File: src/rtl/dsq_pkg.sv
package dsq_pkg;
    typedef enum logic [2:0] {
        ST_IDLE,
        ST_LEAD,
        ST_MARK,
        ST_SPACE,
        ST_GAP,
        ST_BURST,
        ST_TAIL,
        ST_FIN
    } dsq_state_t;

    localparam logic [1:0] BSEL_NONE = 2'b00;
    localparam logic [1:0] BSEL_TONE = 2'b01;
    localparam logic [1:0] BSEL_BYTE = 2'b10;
endpackage

File: src/rtl/dsq_tone_div.sv
module dsq_tone_div #(
    parameter int HALF = 1
) (
    input  logic clk,
    input  logic rst_n,
    output logic sq
);
    localparam int W = (HALF > 1) ? $clog2(HALF) : 1;
    localparam logic [W-1:0] LAST = W'(HALF - 1);

    logic [W-1:0] cnt;

    always_ff @(posedge clk or negedge rst_n) begin
        if (!rst_n) begin
            cnt <= '0;
            sq  <= 1'b0;
        end else if (cnt == LAST) begin
            cnt <= '0;
            sq  <= ~sq;
        end else begin
            cnt <= cnt + 1'b1;
        end
    end


    half_bound_chk: assert property (@(posedge clk) disable iff (!rst_n) cnt <= LAST);
endmodule

File: src/rtl/dsq_span_timer.sv
module dsq_span_timer #(
    parameter int W = 8
) (
    input  logic         clk,
    input  logic         rst_n,
    input  logic         clr,
    output logic [W-1:0] cnt
);
    always_ff @(posedge clk or negedge rst_n) begin
        if (!rst_n)   cnt <= '0;
        else if (clr) cnt <= '0;
        else          cnt <= cnt + 1'b1;
    end
endmodule

File: src/rtl/dsq_bit_shifter.sv
module dsq_bit_shifter (
    input  logic       clk,
    input  logic       rst_n,
    input  logic       load,
    input  logic [7:0] ld_byte,
    input  logic       adv,
    output logic       cur_bit,
    output logic       last_bit
);
    logic [7:0] sh;
    logic [3:0] bcnt;
    logic       par;

    always_ff @(posedge clk or negedge rst_n) begin
        if (!rst_n) begin
            sh   <= '0;
            bcnt <= '0;
            par  <= 1'b1;
        end else if (load) begin
            sh   <= ld_byte;
            bcnt <= '0;
            par  <= 1'b1;
        end else if (adv) begin
            par  <= par ^ sh[7];
            sh   <= {sh[6:0], 1'b0};
            bcnt <= bcnt + 1'b1;
        end
    end

    assign last_bit = (bcnt == 4'd8);
    assign cur_bit  = last_bit ? par : sh[7];


    slot_bound_chk: assert property (@(posedge clk) disable iff (!rst_n) bcnt <= 4'd8);

    no_adv_past_parity_chk: assert property (@(posedge clk) disable iff (!rst_n) adv |-> !last_bit);
endmodule

File: src/rtl/dsq_envelope_tx.sv
module dsq_envelope_tx
    import dsq_pkg::*;
#(
    parameter int CLK_HZ   = 50_000_000,
    parameter int TIME_DIV = 1,
    parameter int TONE_HZ  = 22_000,
    parameter int MAX_LEN  = 6,
    parameter int LEN_W    = 4
) (
    input  logic                 clk,
    input  logic                 rst_n,
    input  logic                 start,
    input  logic [MAX_LEN*8-1:0] msg_data,
    input  logic [LEN_W-1:0]     msg_len,
    input  logic [1:0]           burst_sel,
    input  logic                 tone_on,
    output logic                 busy,
    output logic                 done,
    output logic                 env,
    output logic                 carrier
);
    localparam int MS_TICKS  = CLK_HZ / 1000;
    localparam int SHORT_RAW = CLK_HZ / 2000 / TIME_DIV;
    localparam int SHORT_T   = (SHORT_RAW < 1) ? 1 : SHORT_RAW;
    localparam int LONG_T    = 2 * SHORT_T;
    localparam int QUIET_RAW = MS_TICKS * 16 / TIME_DIV;
    localparam int QUIET_T   = (QUIET_RAW < 1) ? 1 : QUIET_RAW;
    localparam int BURST_RAW = MS_TICKS * 25 / 2 / TIME_DIV;
    localparam int BURST_T   = (BURST_RAW < 1) ? 1 : BURST_RAW;
    localparam int TAIL_RAW  = MS_TICKS * 20 / TIME_DIV;
    localparam int TAIL_T    = (TAIL_RAW < 1) ? 1 : TAIL_RAW;
    localparam int HALF_RAW  = CLK_HZ / (2 * TONE_HZ) / TIME_DIV;
    localparam int TONE_HALF = (HALF_RAW < 1) ? 1 : HALF_RAW;
    localparam int MAX_A     = (QUIET_T > TAIL_T) ? QUIET_T : TAIL_T;
    localparam int MAX_B     = (BURST_T > LONG_T) ? BURST_T : LONG_T;
    localparam int MAX_T     = (MAX_A > MAX_B) ? MAX_A : MAX_B;
    localparam int CNT_W     = $clog2(MAX_T + 1);
    localparam int MSG_W     = MAX_LEN * 8;

    dsq_state_t state, state_n;

    logic [MSG_W-1:0] msg_q;
    logic [LEN_W-1:0] len_q;
    logic [LEN_W-1:0] bidx;
    logic [LEN_W-1:0] ld_idx;
    logic [1:0]       bsel_q;
    logic             in_burst;
    logic [CNT_W-1:0] tcnt;
    logic [CNT_W-1:0] cur_len;
    logic             span_end;
    logic             sh_load, sh_adv, ld_ff, next_byte, burst_byte_go;
    logic [7:0]       byte_sel, ld_byte;
    logic             cur_bit, last_bit;
    logic             sq;

    dsq_span_timer #(.W(CNT_W)) u_timer (
        .clk(clk), .rst_n(rst_n), .clr(state_n != state), .cnt(tcnt)
    );

    dsq_bit_shifter u_shift (
        .clk(clk), .rst_n(rst_n), .load(sh_load), .ld_byte(ld_byte),
        .adv(sh_adv), .cur_bit(cur_bit), .last_bit(last_bit)
    );

    dsq_tone_div #(.HALF(TONE_HALF)) u_tone (
        .clk(clk), .rst_n(rst_n), .sq(sq)
    );

    // Span length of the current state
    always_comb begin
        unique case (state)
            ST_LEAD, ST_GAP: cur_len = CNT_W'(QUIET_T);
            ST_MARK:         cur_len = cur_bit ? CNT_W'(SHORT_T) : CNT_W'(LONG_T);
            ST_SPACE:        cur_len = cur_bit ? CNT_W'(LONG_T) : CNT_W'(SHORT_T);
            ST_BURST:        cur_len = CNT_W'(BURST_T);
            ST_TAIL:         cur_len = CNT_W'(TAIL_T);
            default:         cur_len = CNT_W'(1);
        endcase
    end
    assign span_end = (tcnt == cur_len - 1'b1);

    // Byte fetch
    always_comb begin
        byte_sel = 8'h00;
        for (int i = 0; i < MAX_LEN; i++) begin
            if (ld_idx == LEN_W'(i)) byte_sel = msg_data_q_byte(i);
        end
    end
    function automatic logic [7:0] msg_data_q_byte(input int k);
        return msg_q[k*8 +: 8];
    endfunction
    assign ld_byte = ld_ff ? 8'hFF : byte_sel;

    // Next state and sequencing controls
    always_comb begin
        state_n       = state;
        sh_load       = 1'b0;
        sh_adv        = 1'b0;
        ld_ff         = 1'b0;
        next_byte     = 1'b0;
        burst_byte_go = 1'b0;
        ld_idx        = '0;
        unique case (state)
            ST_IDLE: if (start) state_n = ST_LEAD;
            ST_LEAD: if (span_end) begin
                if (len_q != '0) begin
                    sh_load = 1'b1;
                    state_n = ST_MARK;
                end else begin
                    state_n = ST_GAP;
                end
            end
            ST_MARK: if (span_end) state_n = ST_SPACE;
            ST_SPACE: if (span_end) begin
                if (!last_bit) begin
                    sh_adv  = 1'b1;
                    state_n = ST_MARK;
                end else if (in_burst) begin
                    state_n = ST_TAIL;
                end else if ((bidx + 1'b1) < len_q) begin
                    ld_idx    = bidx + 1'b1;
                    sh_load   = 1'b1;
                    next_byte = 1'b1;
                    state_n   = ST_MARK;
                end else begin
                    state_n = ST_GAP;
                end
            end
            ST_GAP: if (span_end) begin
                if (bsel_q == BSEL_TONE) begin
                    state_n = ST_BURST;
                end else if (bsel_q == BSEL_BYTE) begin
                    ld_ff         = 1'b1;
                    sh_load       = 1'b1;
                    burst_byte_go = 1'b1;
                    state_n       = ST_MARK;
                end else begin
                    state_n = ST_FIN;
                end
            end
            ST_BURST: if (span_end) state_n = ST_TAIL;
            ST_TAIL:  if (span_end) state_n = ST_FIN;
            ST_FIN:   state_n = ST_IDLE;
            default:  state_n = ST_IDLE;
        endcase
    end

    // State register
    always_ff @(posedge clk or negedge rst_n) begin
        if (!rst_n) state <= ST_IDLE;
        else        state <= state_n;
    end

    // Message capture and byte index
    always_ff @(posedge clk or negedge rst_n) begin
        if (!rst_n) begin
            msg_q    <= '0;
            len_q    <= '0;
            bsel_q   <= BSEL_NONE;
            bidx     <= '0;
            in_burst <= 1'b0;
        end else if (state == ST_IDLE && start) begin
            msg_q    <= msg_data;
            len_q    <= (int'(msg_len) > MAX_LEN) ? LEN_W'(MAX_LEN) : msg_len;
            bsel_q   <= burst_sel;
            bidx     <= '0;
            in_burst <= 1'b0;
        end else begin
            if (next_byte)     bidx     <= bidx + 1'b1;
            if (burst_byte_go) in_burst <= 1'b1;
        end
    end

    // Outputs
    always_comb begin
        busy    = (state != ST_IDLE);
        done    = (state == ST_FIN);
        env     = (state == ST_MARK) || (state == ST_BURST) || ((state == ST_IDLE) && tone_on);
        carrier = env & sq;
    end


    done_then_idle_chk: assert property (@(posedge clk) disable iff (!rst_n) done |=> (!busy && !done));

    start_accept_chk: assert property (@(posedge clk) disable iff (!rst_n) (start && !busy) |=> busy);

    busy_end_chk: assert property (@(posedge clk) disable iff (!rst_n) $fell(busy) |-> $past(done));

    lead_quiet_chk: assert property (@(posedge clk) disable iff (!rst_n) $rose(busy) |-> !env);

    fin_after_quiet_chk: assert property (@(posedge clk) disable iff (!rst_n) done |-> !$past(env));

    span_bound_chk: assert property (@(posedge clk) disable iff (!rst_n)
        (state != ST_IDLE && state != ST_FIN) |-> (tcnt < cur_len));
endmodule

File: config.mk
export PLATFORM = sky130hd
export DESIGN_NAME = dsq_envelope_tx
export DESIGN_NICKNAME = d
export VERILOG_FILES = /design/src/rtl/dsq_pkg.sv /design/src/rtl/dsq_tone_div.sv /design/src/rtl/dsq_span_timer.sv /design/src/rtl/dsq_bit_shifter.sv /design/src/rtl/dsq_envelope_tx.sv
export SDC_FILE = /design/constraint.sdc
export NUM_CORES = 1
export LEC_CHECK = 0
export BUFFER_PORTS_ARGS = -buffer_cell sky130_fd_sc_hd__buf_2
export CORE_MARGIN = 2
export CORE_UTILIZATION = 50
export CTS_CLUSTER_DIAMETER = 60
export DETAILED_ROUTE_END_ITERATION = 10
export PLACE_DENSITY = 0.74
export RECOVER_POWER = 25
export SLEW_MARGIN = 5
export SYNTH_ARGS = -nofsm -noshare
export SYNTH_HDL_FRONTEND = slang
export SYNTH_HIERARCHICAL = 1
export SYNTH_SLANG_ARGS = --single-unit
File: constraint.sdc
create_clock -name clk -period 7.3 [get_ports clk]
set_input_delay 1.825 -clock clk [delete_from_list [all_inputs] [get_ports clk]]
set_output_delay 1.825 -clock clk [all_outputs]
set_load 0.01 [all_outputs]
==> results.json, run 1 <==
{
  "status": "complete, but fails checks",
  "failed_checks": "max-capacitance violations, max-slew violations",
  "cts.reportedPaths.clkPinSlew_ns": 0.07,
  "cp_cell_sequence": "nand3_1 > xor2_1 > inv_1 > ha_1 > a21oi_1 > o21ai_0 > or3_1 > nor3_2 > a22oi_1 > a211o_1 > nand2_1 > o21ai_0",
  "synth.top_cell.area_share_pct": 42.5,
  "htreeDepth": 3,
  "die_area_um2": 13400,
  "startpoint_type": "flop",
  "cts_buffer_depth": 2,
  "wl_mm": 14.7,
  "grt_pass1_vias": 4995,
  "hold_buffers": 0,
  "synth-main-ff-cell": "dfrtp_1",
  "wl_met1_mm": 6.72,
  "fmax_mhz": 227,
  "cts_setup_buffers": 0,
  "hp-class": "reg2reg",
  "drv_cap": 2,
  "timing.final.setup_violations": 0,
  "n_antenna_cell": 0,
  "ys_async_sr_fraction_pct": 100,
  "r2r_setup_slack_ns": 2.89,
  "clock_latency_ns": 0.35,
  "synth_nets": 795,
  "min_to": "u_tone/sq",
  "r2r_start": "bidx[0]",
  "worst_slew_pin_slew_ns": 2.03,
  "hold-worst-slack_ns": 0.467,
  "seq_area_frac_synth_pct": 42.9,
  "slew_viol_final": 148,
  "synth_edf_count": 0,
  "cp_top_family": "simple AND/OR/NAND/NOR gates",
  "route.vias.total": 5389,
  "rsz0062_at_grt": "false",
  "first_pass_iters": 8,
  "holdPathStages": 1,
  "fin_tns_setup_ns": 0,
  "cts_sinks": 107,
  "grt_usage_pct": 22.9,
  "ant_nets": 0,
  "p_leak_nw": 3.29,
  "final_layout_size_suffix_gt1_share_pct": 13.3,
  "final_cell_mix": "187 x nand2_1, 106 x dfrtp_1, 59 x buf_2, 48 x nor2_1, 45 x o21ai_0",
  "min-delay-start": "u_tone/sq",
  "worstPathArrival_ns": 4.59,
  "synthCells": 729,
  "drtIter0Drc": 393,
  "highest_layer": "met4",
  "syn_area_um2": 6240,
  "ys_warn_count": 6,
  "gp_congestion": 0.907,
  "crit_buf_inv": 1,
  "synth_top_area_cell": "dfrtp_1",
  "cp_slowest_cell": "nor3_2",
  "finalWorstPathRequiredPeriod_ns": 4.41,
  "crit_top_cell": "o21ai_0",
  "fin_nets": 830,
  "peakVddDrop_mv": 0.119,
  "cts_resized": 0,
  "core_um2": 12100,
  "grt_start_max_net_pins": 84,
  "yosys-top-cells-area": "dfrtp_1 43%, nand2_1 11%, o21ai_0 3.6%",
  "area_delta_synth_final_pct": 9.16,
  "final_common_cell": "nand2_1",
  "cts_root_buf": "clkbuf_16",
  "rows": 40,
  "antenna_found_initial": 0,
  "start_util_pct": 51.5,
  "rr_worst_depth": 12,
  "power.density_nw_per_um2": 159,
  "finalHoldViolations": 0,
  "place.port_buffers": 61,
  "worst-setup-path-type": "reg2reg",
  "grt_first_pass_wirelength_mm": 24.3,
  "cts_tree": "done",
  "ys_types": 76,
  "avgSynthCellArea_um2": 8.56,
  "drc": 0,
  "cp.required_ns": 7.48,
  "hpwlAfterDp_mm": 10.2,
  "clock-skew-final_ns": 0.00654,
  "wl_met2_mm": 6.83,
  "vias_per_cell": 5.75,
  "post-route-util_pct": 56.3,
  "maxSlewHeadroom_pct": -35.1,
  "cts-buffers-inserted": 9,
  "end_kind": "flop",
  "r2r_end": "u_shift/sh[0]",
  "cpPeakStageDelay_ns": 0.70,
  "wl_per_cell_um": 15.7,
  "wl_met3_um": 885,
  "die_h_um": 116,
  "critPathMaxFanout": 18,
  "io_pins": 62,
  "finalCritPeriodShare_pct": 60.5,
  "grt_overflow": 0,
  "die_w_um": 116,
  "synth.ff_latch_count": 107
}
## area by class of cell
class | count | area (um2)
tap | 168 | 210
clock buffer | 11 | 243
clock inverter | 5 | 37.5
sequential | 107 | 2680
timing repair buffer | 65 | 330
fill | 1087 | 5300
multi-input combinational | 560 | 3230
inverter | 21 | 78.8
## cells in the mapped netlist (all sizes together), types with 9 or more instances
cell and count:
a22oi 11, o21ai 46, nor2b 10, nand3 19
or4 11, a21oi 40, nand4 14, buf 20
nand2 187, mux2i 12, xnor2 10, clkbuf 21
nor2 48, dfrtp 106, nand2b 9, inv 21
xor2 19
## stage by stage
stage          worst slack [ns]  cell area (um2)  power, mW  cells
2_1_floorplan              3.11             6240      0.605    729
3_3_place_gp               2.99             6550      0.631    921
3_5_place_dp               2.97             6550      0.632    921
4_1_cts                    2.97             6830       1.10    937
5_1_grt                    2.30             6810       1.13    937
6_report                   2.89             6810       1.09    937
## report_power, final
part           switching (mW)  internal, mW  total (mW)
logic                  0.0157        0.0109      0.0266
registers                   0         0.592       0.592
clock network           0.223         0.243       0.466
total                   0.239         0.846        1.09
## registers in the layout (all words and copies together), names as in the netlist
register	count
state	3
u_tone/cnt	11
u_shift/bcnt	4
bidx	4
u_tone/sq	1
in_burst	1
u_timer/cnt	20
u_shift/sh	8
len_q	4
msg_q	48
bsel_q	2
u_shift/par	1
## cells by family after synthesis
group,after synthesis,synth area share (%)
mux,14,2.35
simple gates,347,26.7
xor+xnor,29,4.19
buf+inv,62,5.13
flops,107,42.9
fa+ha+maj,9,1.76
compound gates,161,16.9
## how the worst max path moves through the flow
| stage | slack, ns | to | startpoint | depth (start not counted) |
|---|---|---|---|---|
| floorplan | 3.11 | carrier | tone_on | 3 |
| global placement | 2.99 | carrier | tone_on | 5 |
| detailed placement | 2.97 | carrier | tone_on | 5 |
| CTS | 2.97 | carrier | tone_on | 5 |
| global route | 2.30 | u_shift/bcnt[2] | rst_n | 2 |
| finish | 2.89 | u_shift/sh[0] | bidx[0] | 12 |
## routing by layer
metal	GRT usage, %	vias to the layer above
met5	0	-
met4	8.02	0
met3	3.92	23
met2	34.7	183
met1	33.3	2551
li1	-	2632
Power figures use the tool's default switching activity.
==> run 2: changes to the inputs <==
- PLACE_DENSITY: 0.74 -> 0.77
- clock period: 7.3 -> 3.8 ns (I/O delays scaled with it)
==> results.json, run 2 (synthesized netlist as in run 1, its figures left out) <==
{
  "cp_slowest_cell": "or3_1",
  "largest_register_ffs": 48,
  "finalHoldViolations": 0,
  "core_um2": 12100,
  "n_antenna_cell": 0,
  "route.vias.total": 5557,
  "cp_cell_sequence": "ha_1 > xnor2_2 > inv_1 > ha_1 > nand2_1 > o21ai_0 > or3_1 > nor3_2 > buf_4 > and3_2 > a211o_1 > nand2_1 > o21ai_0",
  "cts_root_buf": "clkbuf_16",
  "r2r_setup_slack_ns": 0.24,
  "wl_per_cell_um": 16.3,
  "hpwlAfterDp_mm": 10.6,
  "p_leak_nw": 3.38,
  "final_common_cell": "nand2_1",
  "grt_usage_pct": 24.0,
  "startpoint_type": "flop",
  "final_layout_size_suffix_gt1_share_pct": 15.5,
  "cts_tree": "done",
  "rows": 40,
  "cts_buffer_depth": 2,
  "worst-setup-path-type": "reg2reg",
  "finalWorstPathRequiredPeriod_ns": 3.56,
  "grt_first_pass_wirelength_mm": 25.5,
  "cts_sinks": 107,
  "fmax_mhz": 281,
  "drtIter0Drc": 370,
  "start_util_pct": 51.5,
  "worst_slew_pin_slew_ns": 2.17,
  "ant_nets": 0,
  "htreeDepth": 3,
  "timing.final.setup_violations": 0,
  "reg_top3": "msg_q x48, u_timer/cnt x20, u_tone/cnt x11",
  "grt_overflow": 0,
  "place.port_buffers": 61,
  "slew_viol_final": 89,
  "maxSlewHeadroom_pct": -44.5,
  "failed_checks": "max-capacitance violations, max-slew violations",
  "dp.cells": 933,
  "clock-skew-final_ns": 0.00952,
  "die_w_um": 116,
  "power.density_nw_per_um2": 318,
  "cts.reportedPaths.clkPinSlew_ns": 0.07,
  "end_kind": "flop",
  "cts-buffers-inserted": 9,
  "fin_tns_setup_ns": 0,
  "antenna_found_initial": 0,
  "wl_mm": 15.5,
  "clock_latency_ns": 0.36,
  "dpl_cell_area_um2": 6660,
  "hp-class": "reg2reg",
  "peakVddDrop_mv": 0.198,
  "finalPower_mw": 2.23,
  "drv_cap": 1,
  "die_h_um": 116,
  "grt_pass1_vias": 5239,
  "vias_per_cell": 5.84,
  "final_area_um2": 7000,
  "first_pass_iters": 5,
  "area_delta_synth_final_pct": 12.2,
  "worstPathArrival_ns": 3.79,
  "fin_cells": 951,
  "finalCritPeriodShare_pct": 93.7,
  "status": "complete, but fails checks",
  "io_pins": 62,
  "grt_start_max_net_pins": 89,
  "cp.required_ns": 4.03,
  "fin_nets": 844,
  "drc": 0,
  "final_cell_mix": "187 x nand2_1, 106 x dfrtp_1, 60 x buf_2, 48 x nor2_1, 45 x o21ai_0",
  "cpPeakStageDelay_ns": 0.56,
  "largest-register": "msg_q",
  "rsz0062_at_grt": "true",
  "die_area_um2": 13400,
  "critPathMaxFanout": 18,
  "gp_congestion": 0.890
}
run 2: cell count changes in the layout (fill, tap and decap cells not counted), moves of 2 or more:
cell	before	now
buf_4	3	17
and3_1	7	5
and3_2	1	3
bufinv_16	0	2
clkinv_2	2	0
run 2: cell type report:
class | count | area [um2]
Clock buffer | 12 | 246
Clock inverter | 4 | 80.1
Fill cell | 1121 | 5110
Inverter | 21 | 78.8
Multi-Input combinational cell | 560 | 3250
Sequential cell | 107 | 2680
Tap cell | 168 | 210
Timing Repair Buffer | 79 | 453
run 2: worst paths after layout:
kind                                start            end  cells after the start
worst max register to register    bidx[1]  u_shift/sh[2]                     13
worst min register to register  u_tone/sq      u_tone/sq                      1
min in group asynchronous           rst_n  u_tone/cnt[3]                      1
worst min-delay path            u_tone/sq      u_tone/sq                      1
max in group asynchronous           rst_n       msg_q[5]                      2
worst max-delay path              bidx[1]  u_shift/sh[2]                     13
run 2: worst max-delay path, delay by kind of cell (launching register included):
| kind | cells | cell delay (ns) |
|---|---|---|
| AO/OA/AOI/OAI | 3 | 0.84 |
| buffers and inverters | 2 | 0.36 |
| AND/OR/NAND/NOR | 5 | 1.04 |
| flip-flops | 1 | 0.40 |
| adder cells (fa/ha/maj) | 2 | 0.54 |
| XOR/XNOR | 1 | 0.27 |
run 2: per-layer routing:
layer	GRT usage [%]	wire, um	up-vias
li1	-	-	2659
met1	33.9	6980	2705
met2	37.5	7310	176
met3	5.13	994	17
met4	6.90	180	0
met5	0	0	-
run 2: repair_timing:
| action | 4_1_cts | 5_1_grt |
|---|---|---|
| buffers inserted | 0 | 2 |
| endpoints found under the setup margin | 0 | 10 |
| resized for setup | 0 | 4 |
| hold buffers | 0 | 0 |
run 2: metrics by stage:
step / util [%] / worst slack, ns / hold WS (ns)
floorplan: - / 0.578 / 0.434
global placement: 55.0 / 0.327 / 0.455
detailed placement: 55.0 / 0.172 / 0.457
CTS: 57.7 / 0.103 / 0.473
global route: 57.8 / 0.000549 / 0.479
finish: 57.8 / 0.239 / 0.469
run 2: power breakdown:
group          total, mW  switching [mW]  internal [mW]
clock network       1.03           0.431          0.604
logic             0.0531          0.0313         0.0218
registers           1.14               0           1.14
==> run 3: changes to the inputs <==
- CTS_BUF_LIST: unset -> sky130_fd_sc_hd__clkbuf_4 sky130_fd_sc_hd__clkbuf_8
- TNS_END_PERCENT: unset -> 100
==> results.json, run 3 (synthesized netlist as in run 1, its figures left out) <==
{
  "status": "complete, but fails checks",
  "failed_checks": "max-capacitance violations, max-slew violations",
  "start_util_pct": 51.5,
  "area_delta_synth_final_pct": 10.6,
  "clock_latency_ns": 0.40,
  "cts.reportedPaths.clkPinSlew_ns": 0.11,
  "place.port_buffers": 61,
  "grt_start_max_net_pins": 89,
  "cp_slowest_cell": "o41ai_1",
  "maxSlewHeadroom_pct": -44.0,
  "n_antenna_cell": 0,
  "power.density_nw_per_um2": 292,
  "final_layout_size_suffix_gt1_share_pct": 15.5,
  "grt_first_pass_wirelength_mm": 25.2,
  "fillers": 1129,
  "timing.final.setup_violations": 0,
  "grt_pass1_vias": 5214,
  "die_h_um": 116,
  "core_um2": 12100,
  "cts_root_buf": "clkbuf_8",
  "reg_top3": "msg_q x48, u_timer/cnt x20, u_tone/cnt x11",
  "fin_nets": 844,
  "clock-skew-final_ns": 0.0166,
  "htreeDepth": 3,
  "ant_nets": 0,
  "dp.cells": 933,
  "p_leak_nw": 3.35,
  "post-route-util_pct": 57.0,
  "rows": 40,
  "crit_buf_inv": 1,
  "route.vias.total": 5531,
  "wl_mm": 15.3,
  "final_area_um2": 6900,
  "cts_buffer_depth": 2,
  "largest_register_ffs": 48,
  "dpl_cell_area_um2": 6660,
  "worst-setup-path-type": "reg2reg",
  "end_kind": "flop",
  "antenna_found_initial": 0,
  "critPathMaxFanout": 9,
  "fin_tns_setup_ns": 0,
  "vias_per_cell": 5.82,
  "slew_viol_final": 89,
  "finalCritPeriodShare_pct": 93.8,
  "first_pass_iters": 6,
  "fmax_mhz": 281,
  "finalWorstPathRequiredPeriod_ns": 3.56,
  "finalHoldViolations": 0,
  "io_pins": 62,
  "final_common_cell": "nand2_1",
  "die_w_um": 116,
  "rsz0062_at_grt": "false",
  "final_cell_mix": "187 x nand2_1, 106 x dfrtp_1, 60 x buf_2, 48 x nor2_1, 45 x o21ai_0",
  "finalPower_mw": 2.02,
  "cp_top_family": "compound AO/OA/AOI/OAI gates",
  "worstPathArrival_ns": 3.86,
  "cp.required_ns": 4.09,
  "fin_cells": 951,
  "drtIter0Drc": 407,
  "hold_buffers": 0,
  "cts-buffers-inserted": 9,
  "cts_tree": "done",
  "grt_overflow": 0,
  "hp-class": "reg2reg",
  "drc": 0,
  "die_area_um2": 13400,
  "largest-register": "msg_q",
  "peakVddDrop_mv": 0.183,
  "drv_cap": 1,
  "cp_cell_sequence": "inv_1 > ha_1 > nand3b_1 > mux2_2 > nor2b_4 > a2111oi_0 > a21o_1 > a2111oi_4 > nand4_2 > o41ai_1 > a22oi_1 > a211o_1 > nand2_1 > o21ai_0",
  "gp_congestion": 0.890,
  "hpwlAfterDp_mm": 10.6,
  "cts_sinks": 107,
  "worst_slew_pin_slew_ns": 2.16,
  "startpoint_type": "flop",
  "grt_usage_pct": 23.8,
  "cpPeakStageDelay_ns": 0.51,
  "wl_per_cell_um": 16.1
}
run 3: power by group:
| group | internal, mW | total, mW | switching (mW) |
|---|---|---|---|
| Combinational | 0.0218 | 0.0528 | 0.0310 |
| Sequential | 1.14 | 1.14 | 0 |
| Clock | 0.412 | 0.827 | 0.415 |
| Total | 1.57 | 2.02 | 0.446 |
run 3: worst paths after layout:
kind / depth (start not counted) / slack, ns / endpoint / startpoint
setup / recovery: 14 / 0.24 / u_shift/sh[0] / u_shift/bcnt[0]
hold / removal: 1 / 0.47 / u_tone/sq / u_tone/sq
setup reg to reg: 14 / 0.24 / u_shift/sh[0] / u_shift/bcnt[0]
hold reg to reg: 1 / 0.47 / u_tone/sq / u_tone/sq
max in group asynchronous: 2 / 1.37 / msg_q[6] / rst_n
min in group asynchronous: 1 / 1.19 / u_tone/cnt[3] / rst_n
run 3: timing repair:
action / in CTS / in global routing
gates resized for setup: 0 / 2
endpoints found under the hold margin: 0 / 0
setup endpoints to repair: 0 / 10
setup buffers: 0 / 1
run 3: final cells by class:
| class | instances | area, um2 | share of cell area [%] |
|---|---|---|---|
| multi-input combinational | 561 | 3250 | 47.2 |
| sequential | 107 | 2680 | 38.8 |
| timing repair buffer | 78 | 445 | 6.46 |
| tap | 168 | 210 | 3.05 |
| clock buffer | 12 | 153 | 2.21 |
| clock inverter | 4 | 80.1 | 1.16 |
| inverter | 21 | 78.8 | 1.14 |
run 3: through the flow:
step / hold WS [ns] / setup slack, ns
3_5_place_dp: 0.457 / 0.172
2_1_floorplan: 0.434 / 0.578
3_3_place_gp: 0.455 / 0.327
5_1_grt: 0.484 / 0.0158
4_1_cts: 0.478 / 0.171
6_report: 0.471 / 0.236
run 3: routing by layer:
metal,vias to the layer above,track usage [%],part of all wire [%]
met5,-,0,0
met4,0,8.81,1.8
met3,26,4.45,6.2
met2,199,36.3,47
met1,2649,34.0,45
li1,2657,-,-
